File: src/rtl/rxq_pkg.sv
package rxq_pkg;

    typedef enum logic [2:0] {
        RX_IDLE,
        RX_START,
        RX_DATA,
        RX_PARITY,
        RX_STOP1,
        RX_STOP2,
        RX_HOLD
    } rx_state_t;

    localparam int FLAG_W = 6;
    localparam int F_THR  = 0;
    localparam int F_RDY  = 1;
    localparam int F_PERR = 2;
    localparam int F_FERR = 3;
    localparam int F_OVR  = 4;
    localparam int F_BRK  = 5;

    typedef struct packed {
        logic [7:0] data;
        logic       perr;
        logic       ferr;
        logic       brk;
    } frame_res_t;

    function automatic int trig_level(input logic [1:0] sel);
        int lvl;
        unique case (sel)
            2'd0:    lvl = 1;
            2'd1:    lvl = 4;
            2'd2:    lvl = 8;
            default: lvl = 14;
        endcase
        return lvl;
    endfunction

endpackage

File: src/rtl/rxq_frame.sv
module rxq_frame
    import rxq_pkg::*;
#(
    parameter int OVS = 16
) (
    input  logic       clk,
    input  logic       rst_n,
    input  logic       line_i,
    input  logic       tick_i,
    input  logic       seven_i,
    input  logic       par_en_i,
    input  logic       par_odd_i,
    input  logic       two_stop_i,
    output logic       idle_o,
    output logic       start_o,
    output logic       done_o,
    output frame_res_t res_o
);
    localparam int CNT_W = $clog2(OVS);
    localparam logic [CNT_W-1:0] MID  = CNT_W'(OVS / 2 - 1);
    localparam logic [CNT_W-1:0] LAST = CNT_W'(OVS - 1);

    rx_state_t        state, nxt;
    logic [CNT_W-1:0] cnt;
    logic [2:0]       bit_idx;
    logic [7:0]       shreg;
    logic             par_acc;
    logic             centre;
    logic             last_bit;
    logic [7:0]       byte_now;

    assign centre   = tick_i && (cnt == LAST);
    assign last_bit = (bit_idx == (seven_i ? 3'd6 : 3'd7));
    assign byte_now = seven_i ? {1'b0, shreg[7:1]} : shreg;
    assign idle_o   = (state == RX_IDLE);

    // state register
    always_ff @(posedge clk or negedge rst_n) begin
        if (!rst_n) state <= RX_IDLE;
        else        state <= nxt;
    end

    // transitions
    always_comb begin
        nxt = state;
        unique case (state)
            RX_IDLE:   if (tick_i && !line_i) nxt = RX_START;
            RX_START:  if (tick_i && cnt == MID) nxt = line_i ? RX_IDLE : RX_DATA;
            RX_DATA:   if (centre && last_bit) nxt = par_en_i ? RX_PARITY : RX_STOP1;
            RX_PARITY: if (centre) nxt = RX_STOP1;
            RX_STOP1: begin
                if (centre) begin
                    if (!line_i)         nxt = RX_HOLD;
                    else if (two_stop_i) nxt = RX_STOP2;
                    else                 nxt = RX_IDLE;
                end
            end
            RX_STOP2:  if (centre) nxt = line_i ? RX_IDLE : RX_HOLD;
            RX_HOLD:   if (line_i) nxt = RX_IDLE;
            default:   nxt = RX_IDLE;
        endcase
    end

    // datapath and outputs
    always_ff @(posedge clk or negedge rst_n) begin
        if (!rst_n) begin
            cnt     <= '0;
            bit_idx <= '0;
            shreg   <= '0;
            par_acc <= 1'b0;
            done_o  <= 1'b0;
            start_o <= 1'b0;
            res_o   <= '0;
        end else begin
            done_o  <= 1'b0;
            start_o <= 1'b0;
            if (state != nxt)
                cnt <= '0;
            else if (tick_i && state != RX_IDLE && state != RX_HOLD)
                cnt <= (cnt == LAST) ? '0 : cnt + 1'b1;
            unique case (state)
                RX_IDLE:  if (nxt == RX_START) start_o <= 1'b1;
                RX_START: begin
                    bit_idx <= '0;
                    par_acc <= 1'b0;
                end
                RX_DATA: if (centre) begin
                    shreg   <= {line_i, shreg[7:1]};
                    par_acc <= par_acc ^ line_i;
                    bit_idx <= bit_idx + 3'd1;
                end
                RX_PARITY: if (centre) par_acc <= par_acc ^ line_i;
                RX_STOP1: if (centre) begin
                    done_o     <= 1'b1;
                    res_o.data <= byte_now;
                    res_o.perr <= par_en_i && (par_acc != par_odd_i);
                    res_o.ferr <= !line_i;
                    res_o.brk  <= !line_i && (byte_now == 8'h00);
                end
                default: ;
            endcase
        end
    end


    done_pulse_chk: assert property (@(posedge clk) disable iff (!rst_n)
        done_o |=> !done_o);


    start_from_idle_chk: assert property (@(posedge clk) disable iff (!rst_n)
        start_o |-> state == RX_START);

endmodule

File: src/rtl/rxq_fifo.sv
module rxq_fifo #(
    parameter int DEPTH = 16,
    parameter int W     = 8,
    parameter int CW    = $clog2(DEPTH + 1)
) (
    input  logic          clk,
    input  logic          rst_n,
    input  logic          push_i,
    input  logic [W-1:0]  wdata_i,
    input  logic          pop_i,
    output logic [W-1:0]  rdata_o,
    output logic [CW-1:0] count_o
);
    localparam int AW = $clog2(DEPTH);
    localparam logic [AW-1:0] LAST_PTR = AW'(DEPTH - 1);

    logic [W-1:0]  mem [DEPTH];
    logic [AW-1:0] wr_ptr, rd_ptr;
    logic          do_push, do_pop;

    assign do_push = push_i && (count_o != CW'(DEPTH));
    assign do_pop  = pop_i && (count_o != '0);
    assign rdata_o = mem[rd_ptr];

    always_ff @(posedge clk) begin
        if (do_push) mem[wr_ptr] <= wdata_i;
    end

    always_ff @(posedge clk or negedge rst_n) begin
        if (!rst_n) begin
            wr_ptr  <= '0;
            rd_ptr  <= '0;
            count_o <= '0;
        end else begin
            if (do_push) wr_ptr <= (wr_ptr == LAST_PTR) ? '0 : wr_ptr + 1'b1;
            if (do_pop)  rd_ptr <= (rd_ptr == LAST_PTR) ? '0 : rd_ptr + 1'b1;
            unique case ({do_push, do_pop})
                2'b10:   count_o <= count_o + 1'b1;
                2'b01:   count_o <= count_o - 1'b1;
                default: count_o <= count_o;
            endcase
        end
    end


    pop_empty_chk: assert property (@(posedge clk) disable iff (!rst_n)
        (pop_i && count_o == '0 && !push_i) |=> count_o == '0);


    full_hold_chk: assert property (@(posedge clk) disable iff (!rst_n)
        (push_i && !pop_i && count_o == CW'(DEPTH)) |=> count_o == CW'(DEPTH));

endmodule

File: src/rtl/rxq_status.sv
module rxq_status
    import rxq_pkg::*;
#(
    parameter int DEPTH     = 16,
    parameter int OVS       = 16,
    parameter int IDLE_BITS = 15,
    parameter int CW        = $clog2(DEPTH + 1)
) (
    input  logic              clk,
    input  logic              rst_n,
    input  logic              tick_i,
    input  logic              idle_i,
    input  logic              start_i,
    input  logic              done_i,
    input  logic              perr_i,
    input  logic              ferr_i,
    input  logic              brk_i,
    input  logic [CW-1:0]     count_i,
    input  logic [1:0]        trig_sel_i,
    input  logic [FLAG_W-1:0] clr_i,
    input  logic              ien_rx_i,
    input  logic              ien_err_i,
    output logic              push_o,
    output logic [FLAG_W-1:0] flags_o,
    output logic              irq_rx_o,
    output logic              irq_err_o,
    output logic              irq_brk_o
);
    localparam int TO_LIM = OVS * IDLE_BITS;
    localparam int TO_W   = $clog2(TO_LIM + 1);

    logic [TO_W-1:0]   to_cnt;
    logic              to_hit;
    logic [CW-1:0]     trig;
    logic              room;
    logic [FLAG_W-1:0] set_v;
    logic [FLAG_W-1:0] flags_q;

    assign trig   = CW'(trig_level(trig_sel_i));
    assign to_hit = (to_cnt == TO_W'(TO_LIM));
    assign room   = (count_i < CW'(DEPTH));
    assign push_o = done_i && !brk_i && room && !flags_q[F_OVR] && !flags_q[F_BRK];

    always_comb begin
        set_v         = '0;
        set_v[F_THR]  = (count_i >= trig);
        set_v[F_RDY]  = (count_i != '0) && (count_i < trig) && to_hit;
        set_v[F_PERR] = done_i && perr_i;
        set_v[F_FERR] = done_i && ferr_i;
        set_v[F_OVR]  = done_i && !brk_i && !room;
        set_v[F_BRK]  = done_i && brk_i;
    end

    always_ff @(posedge clk or negedge rst_n) begin
        if (!rst_n) begin
            to_cnt  <= '0;
            flags_q <= '0;
        end else begin
            if (start_i)
                to_cnt <= '0;
            else if (idle_i && tick_i && !to_hit)
                to_cnt <= to_cnt + 1'b1;
            flags_q <= (flags_q & ~clr_i) | set_v;
        end
    end

    assign flags_o   = flags_q;
    assign irq_rx_o  = ien_rx_i && (flags_q[F_THR] || flags_q[F_RDY]);
    assign irq_err_o = (ien_rx_i || ien_err_i) && (flags_q[F_PERR] || flags_q[F_FERR]);
    assign irq_brk_o = (ien_rx_i || ien_err_i) && (flags_q[F_OVR] || flags_q[F_BRK]);


    ovr_sticky_chk: assert property (@(posedge clk) disable iff (!rst_n)
        (flags_q[F_OVR] && !clr_i[F_OVR]) |=> flags_q[F_OVR]);


    brk_sticky_chk: assert property (@(posedge clk) disable iff (!rst_n)
        (flags_q[F_BRK] && !clr_i[F_BRK]) |=> flags_q[F_BRK]);

endmodule

File: src/rtl/serial_rx_queue.sv
module serial_rx_queue
    import rxq_pkg::*;
#(
    parameter int DEPTH       = 16,
    parameter int OVS         = 16,
    parameter int IDLE_BITS   = 15,
    parameter int SYNC_STAGES = 2
) (
    input  logic                         clk,
    input  logic                         rst_n,
    input  logic                         rxd,
    input  logic                         baud_tick,
    input  logic                         cfg_seven,
    input  logic                         cfg_par_en,
    input  logic                         cfg_par_odd,
    input  logic                         cfg_two_stop,
    input  logic [1:0]                   cfg_trig,
    input  logic                         ien_rx,
    input  logic                         ien_err,
    input  logic                         rd_pop,
    input  logic [5:0]                   flag_clr,
    output logic [7:0]                   rd_data,
    output logic [$clog2(DEPTH+1)-1:0]   fill,
    output logic [5:0]                   rx_flags,
    output logic                         irq_rx,
    output logic                         irq_err,
    output logic                         irq_brk
);
    localparam int CW = $clog2(DEPTH + 1);

    logic [SYNC_STAGES-1:0] sync_q;
    logic                   line_s;
    logic                   frame_idle, frame_start, frame_done, push;
    frame_res_t             frame_res;

    always_ff @(posedge clk or negedge rst_n) begin
        if (!rst_n) sync_q <= '1;
        else        sync_q <= {sync_q[SYNC_STAGES-2:0], rxd};
    end
    assign line_s = sync_q[SYNC_STAGES-1];

    rxq_frame #(.OVS(OVS)) u_frame (
        .clk        (clk),
        .rst_n      (rst_n),
        .line_i     (line_s),
        .tick_i     (baud_tick),
        .seven_i    (cfg_seven),
        .par_en_i   (cfg_par_en),
        .par_odd_i  (cfg_par_odd),
        .two_stop_i (cfg_two_stop),
        .idle_o     (frame_idle),
        .start_o    (frame_start),
        .done_o     (frame_done),
        .res_o      (frame_res)
    );

    rxq_status #(.DEPTH(DEPTH), .OVS(OVS), .IDLE_BITS(IDLE_BITS), .CW(CW)) u_status (
        .clk        (clk),
        .rst_n      (rst_n),
        .tick_i     (baud_tick),
        .idle_i     (frame_idle),
        .start_i    (frame_start),
        .done_i     (frame_done),
        .perr_i     (frame_res.perr),
        .ferr_i     (frame_res.ferr),
        .brk_i      (frame_res.brk),
        .count_i    (fill),
        .trig_sel_i (cfg_trig),
        .clr_i      (flag_clr),
        .ien_rx_i   (ien_rx),
        .ien_err_i  (ien_err),
        .push_o     (push),
        .flags_o    (rx_flags),
        .irq_rx_o   (irq_rx),
        .irq_err_o  (irq_err),
        .irq_brk_o  (irq_brk)
    );

    rxq_fifo #(.DEPTH(DEPTH), .W(8), .CW(CW)) u_fifo (
        .clk     (clk),
        .rst_n   (rst_n),
        .push_i  (push),
        .wdata_i (frame_res.data),
        .pop_i   (rd_pop),
        .rdata_o (rd_data),
        .count_o (fill)
    );


    discard_chk: assert property (@(posedge clk) disable iff (!rst_n)
        (frame_done && (rx_flags[F_OVR] || rx_flags[F_BRK]) && !rd_pop) |=> fill == $past(fill));


    brk_nostore_chk: assert property (@(posedge clk) disable iff (!rst_n)
        (frame_done && frame_res.brk && !rd_pop) |=> fill == $past(fill));


    ovr_set_chk: assert property (@(posedge clk) disable iff (!rst_n)
        (frame_done && !frame_res.brk && fill == CW'(DEPTH)) |=> rx_flags[F_OVR]);


    irq_gate_chk: assert property (@(posedge clk) disable iff (!rst_n)
        (!ien_rx && !ien_err) |-> !(irq_rx || irq_err || irq_brk));

endmodule

File: config.mk
export PLATFORM = sky130hd
export DESIGN_NAME = serial_rx_queue
export DESIGN_NICKNAME = d
export VERILOG_FILES = /design/src/rtl/rxq_pkg.sv /design/src/rtl/rxq_frame.sv /design/src/rtl/rxq_fifo.sv /design/src/rtl/rxq_status.sv /design/src/rtl/serial_rx_queue.sv
export SDC_FILE = /design/constraint.sdc
export NUM_CORES = 1
export LEC_CHECK = 0
export ABC_AREA = 1
export BUFFER_PORTS_ARGS = -buffer_cell sky130_fd_sc_hd__buf_2
export CAP_MARGIN = 20
export CORE_MARGIN = 3
export CORE_UTILIZATION = 35
export CTS_BUF_LIST = sky130_fd_sc_hd__clkbuf_4 sky130_fd_sc_hd__clkbuf_8
export DETAILED_ROUTE_END_ITERATION = 12
export HOLD_SLACK_MARGIN = 0.02
export PLACE_DENSITY = 0.57
export SKIP_LAST_GASP = 1
export SYNTH_ARGS = -nofsm -noshare
export SYNTH_HDL_FRONTEND = slang
export SYNTH_SLANG_ARGS = --single-unit
File: constraint.sdc
create_clock -name clk -period 2.45 [get_ports clk]
set_input_delay 0.49 -clock clk [delete_from_list [all_inputs] [get_ports clk]]
set_output_delay 0.49 -clock clk [all_outputs]
set_load 0.02 [all_outputs]
## Word-level counts from Yosys, hierarchy flattened

Memories as Yosys holds them, arrays and structs flattened.
Cells that the tools add are included.

| cells by class | value |
|---|---|
| add/subtract/negate cells | 7 |
| order comparisons | 3 |
| equal/unequal tests | 23 |
| muxes and demuxes | 34 |
| bitwise operators | 4 |
| reduce and logical (&&, ||, !) cells | 50 |

Operators by type and width:

| kind | number |
|---|---|
| $mux W3 | 12 |
| $logic_and A1 B1 Y1 | 25 |
| $mux W8 | 3 |
| $pmux W3 S7 | 1 |
| $mux W4 | 5 |
| $add A4 B1 Y4 const B | 3 |
| $eq A4 B4 Y1 const B | 3 |
| $pmux W4 S3 | 1 |
| $pmux W5 S2 | 1 |
| $reduce_bool A2 Y1 | 5 |
| $eq A3 B3 Y1 const B | 3 |
| $add A8 B1 Y8 const B | 1 |
| $eq A8 B8 Y1 const B | 1 |
| $logic_not A8 Y1 | 1 |
| $mux W1 | 8 |
| $reduce_and A2 Y1 | 4 |
| $and A6 B6 Y6 | 1 |
| $eq A3 B1 Y1 const B | 2 |
| $eq A3 B2 Y1 const B | 2 |
| $logic_not A1 Y1 | 6 |
| $not A6 Y6 | 1 |
| $or A6 B6 Y6 | 1 |
| $pmux W3 S2 | 1 |
| $add A5 B1 Y5 const B | 1 |
| 23 further kinds | 29 |

| word-level totals | value |
|---|---|
| register bits | 61 |
| RAM bits | 128 |
| memories | 1 |

Memories:

| name | words | bits a word | read ports | clocked after memory_dff | wr ports | RTL line | text |
|---|---|---|---|---|---|---|---|
| u_fifo.mem | 16 | 8 | 1 | 0 | 1 | rxq_fifo.sv:17 | `logic [W-1:0] mem [DEPTH];` |

## Longest topological paths before layout

| depth | value |
|---|---|
| depth after elaboration | 8 |
| depth in mapped cells | 15 |
| gate-level depth less buffers | 15 |

## Cells and area by module

Synthesis repeated with hierarchy kept, for this count alone.

| unflattened totals | value |
|---|---|
| cell total of the unflattened synthesis | 863 |
| area total of the unflattened synthesis | 8,615.8 um2 |

By module, submodules not included:

| module | instances | cells an instance | area an instance (um2) | seq. area each (um2) |
|---|---|---|---|---|
| rxq_fifo | 1 | 521 | 5,955.7 | 4,169.0 |
| rxq_frame | 1 | 213 | 1,669.1 | 800.8 |
| rxq_status | 1 | 127 | 938.4 | 350.3 |
| serial_rx_queue | 1 | 2 | 52.6 | 52.6 |

## Worst setup path after synthesis

Ideal clock, no wire load.

| path | value |
|---|---|
| path type | reg-to-reg |
| from | register u_fifo.count_o[1] |
| to | register u_fifo.count_o[4] |
| arrival time | 2,135 ps |
| data required time | 2,370 ps |
| setup slack | 235 ps |
| stages on the path, launching flop included | 16 |
| cells stage by stage | dfrtp_1 > inv_1 > nand3_1 > nand2_1 > inv_1 > ha_1 > inv_1 > fa_1 > inv_1 > a21oi_1 > nor2_1 > nor2_1 > nand2_1 > nand2_1 > nor2_1 > xor2_1 |

RTL lines:

| item | RTL line | text |
|---|---|---|
| start: declaration | rxq_fifo.sv:12 | `output logic [CW-1:0] count_o` |
| start signal: assignment | rxq_fifo.sv:38 | `2'b10: count_o <= count_o + 1'b1;` |
| start signal: assignment | rxq_fifo.sv:39 | `2'b01: count_o <= count_o - 1'b1;` |
| start signal: assignment | rxq_fifo.sv:40 | `default: count_o <= count_o;` |
| $reduce_bool A5 Y1 * | rxq_fifo.sv:22 | `assign do_pop = pop_i && (count_o != '0);` |
| $logic_and A1 B1 Y1 * | rxq_fifo.sv:22 |  |
| net u_fifo.do_pop | rxq_fifo.sv:19 | `logic do_push, do_pop;` |
| $eq A2 B1 Y1 or $eq A2 B2 Y1 (tied branches) | rxq_fifo.sv:37 | `unique case ({do_push, do_pop})` |
| $pmux W5 S2 or $reduce_bool A2 Y1 (tied branches) | -- |  |

Mark *: on every way through the listed nets, which the timed path passes. The rest lies on a longest branch.
A chain may end at the register's enable or synchronous reset.

## Worst setup path in the final report

| path | value |
|---|---|
| from | register u_fifo.rd_ptr[0] |
| to | output rd_data[5] |

| between the ends | value |
|---|---|
| word-level cells in the longest chain between the ends | 1 |

RTL lines:

| item | RTL line | text |
|---|---|---|
| start: declaration | rxq_fifo.sv:18 | `logic [AW-1:0] wr_ptr, rd_ptr;` |
| start signal: assignment | rxq_fifo.sv:36 | `if (do_pop) rd_ptr <= (rd_ptr == LAST_PTR) ? '0 : rd_ptr + 1'b1;` |
| $mem_v2 Z16 W8 | -- |  |
| end: declaration | serial_rx_queue.sv:22 | `output logic [7:0] rd_data,` |

Every way passes these cells.

==> results.ini <==
[status]
status=finished, violations left
violations=negative setup slack

[sta]
rsz0062_at_grt=yes
max_slew_margin_pct=58.0
worstMarginPinSlew_ns=0.631
setup_ws_ns=-0.0373
post-route-period-util_pct=102
setup_violations=5
fmax_ghz=0.402
finalClockSkew_ns=0.0199
final_max_slew_viol_count=0
fin_crit_ns=2.49
final_hold_viol_count=0

[hold_path]
hold_depth=1
worst_hold_path_type=in2reg

[layout]
nNetsFinal=887
drive_gt1_share_pct=19.5
instances_no_fill=1176
area_growth_pct=18.7
num_antenna_cells=0
fin_area_sq_um=9910
num-fill-cells=2203

[global_route]
antenna_found_initial=0
grt_pass1_vias=5692
grtUsageTotal_pct=14.9
grt_max_degree=37
grt-ovfl-total=0
grt_pass1_wl_mm=30.3

[yosys]
synth_area_leader_cell=edfxtp_1
syn_inst=773
synth.avg_cell_area_sq_um=10.8
synthDistinctLibCells=41
syn_area_sq_um=8350
synth.area.top_cells=edfxtp_1, dfrtp_1, nor2_1
yosys_warnings=0
synth_top_area_share_pct=46.1
syn-num-nets=810
synth_commonest_cells=edfxtp_1, nor2_1, nand2_1
synth.most_common_cell=edfxtp_1
synthFlopType=edfxtp_1
yosysSeqAreaShare_pct=64.4
synth-seq-cells=189
synth_edf_count=128
async_reset_ff_share_pct=32.3

[critical_path]
crit_required_ns=1.96
cp-endpoint=rd_data[5]
cp.arrival_ns=2.00
crit_top_cell=nand3_1
worstPathCellList=buf_12, clkbuf_16, o21ai_0, o221ai_2, nand3_1, nand3_1, buf_4
critPathLaunchType=flip-flop
r2r_end=u_fifo.count_o[4]
cp-end-kind=output pin
rr_startpoint=u_fifo.count_o[0]
rr_worst_depth=12
cpMaxStageDelayCell=dfrtp_2
crit_start=u_fifo.rd_ptr[0]
reg2reg_slack_ns=0.26
crit_type=reg2out
crit_fanout=12
max_stage_delay_ns=0.43

[power]
swShare_pct=35.7
p_int_w=0.00581
powerDensity_nw_per_um2=913
p_switching_w=0.00323
combPwrFrac_pct=35.1
leakage_nw=3.62
vdd_ir_drop_max_mv=0.456
clkPwrFrac_pct=24.2
seqPwrFrac_pct=40.7

[clock_network]
clock_latency_ns=0.47
clock_path_buffers=2
clkSinkCount=189
clkTransAtPathRegs_ns=0.10
h-tree-depth=4
cts_buffers=17
tritoncts=yes
root_buffer=clkbuf_8

[detailed_routing]
remaining_drc_errors=0
dr.pass1.iters=4
vias_per_cell=4.91
drt_wl_total_mm=18.9
vias=5776
ant_nets=0
wl_per_cell_microns=16.1
first_iter_violations=396

[die]
core_sq_um=23100
ios=41
initial_core_util_pct=36.2
die_area_sq_um=25700
die-height_microns=160
die_w_microns=160
rows=55

[placement]
dp_hpwl_mm=12.0
post-place-cells=1132
gp_congestion=0.807
post-place-ws_ns=0.247
dpl-instance-area_sq_um=9110
portBuffers=40

[run]
maxCapViolCount=0

## critical path, delay by kind of cell (launching register included)
family / cells / cell delay (ns)
buffers and inverters: 3 / 0.49
DFF: 1 / 0.43
AOI/OAI and AO/OA: 2 / 0.38
and+or+nand+nor: 2 / 0.23
## what timing repair did
item / CTS / global route
endpoints found under the hold margin: 15 / 0
pin swaps: 3 / 8
hold buffers: 1 / 0
gates resized for setup: 17 / 40
buffers inserted: 5 / 3
endpoints found under the setup margin: 8 / 9
cloned: 1 / 2
## worst min-delay path by stage
stage	from	slack, ns	to
2_1_floorplan	rst_n	0.19	u_fifo.count_o[0]
3_3_place_gp	sync_q[0]	0.35	sync_q[1]
3_5_place_dp	sync_q[0]	0.35	sync_q[1]
4_1_cts	rxd	0.09	sync_q[0]
5_1_grt	rxd	0.09	sync_q[0]
6_report	rxd	0.12	sync_q[0]
## per-stage QoR
stage,hold WS (ns),TNS [ns],util (%),power [W]
finish,0.115,-0.0941,43.0,0.00904
global route,0.0862,-0.869,43.0,0.00955
CTS,0.0888,-0.248,42.1,0.00875
detailed placement,0.347,0,39.5,0.00629
global placement,0.346,0,39.5,0.00627
floorplan,0.194,0,-,0.00539
## layout make-up
type,count,area [sq um],area share (%)
flip-flops and latches,189,5380,54.3
clock inverters,15,194,1.96
inverters,62,243,2.45
multi-input cells,493,2730,27.6
clock buffers,17,234,2.36
well taps,313,392,3.95
repair buffers,87,736,7.43
## placed cells by master (no fill, tap or decap), drive strengths merged, types with 2 or more instances in the layout
cell,instances
buf,84
xor2,9
nand4,6
o21ai,83
o22ai,5
nor3,7
ha,17
nand3,35
clkinv,4
edfxtp,128
o211ai,9
clkbuf,19
o221ai,9
dfrtp,59
o32ai,16
inv,70
a21oi,15
dfstp,2
bufinv,2
nor2,133
mux2i,12
nand2,128
## cell families after synthesis
family	Yosys count	synth area share, %
simple gates	313	16.0
flops	189	64.4
compound gates	140	9.96
buf+inv	91	4.42
fa+ha+maj	18	2.79
mux	12	1.44
xor+xnor	10	1.05
## layer usage
metal  GRT usage (%)  up-vias  part of all wire, %
met5               0        -                    0
met4            3.27        0                  1.2
met3            3.74       19                  5.3
met2            24.4      136                   47
met1            20.2     2785                   47
li1                -     2836                    -
## registers in the layout, summed over array words and instances (netlist names)
| signal | cells |
|---|---|
| u_fifo.mem | 128 |
| u_frame.res_o | 11 |
| u_frame.shreg | 8 |
| u_status.to_cnt | 8 |
| u_status.flags_o | 6 |
| u_fifo.count_o | 5 |
| u_fifo.rd_ptr | 4 |
| u_fifo.wr_ptr | 4 |
| u_frame.cnt | 4 |
| u_frame.bit_idx | 3 |
| u_frame.state | 3 |
| sync_q | 2 |
| u_frame.done_o | 1 |
| u_frame.par_acc | 1 |
| u_frame.start_o | 1 |
## power by group through the flow
stage               Combinational [W]  Clock, W  Sequential, W
global placement              0.00255         0        0.00373
finish                        0.00317   0.00219        0.00368
floorplan                     0.00164         0        0.00375
global route                  0.00346   0.00238        0.00371
CTS                           0.00282   0.00225        0.00368
detailed placement            0.00256         0        0.00373
Note: power is estimated with default switching activity, not from simulation.
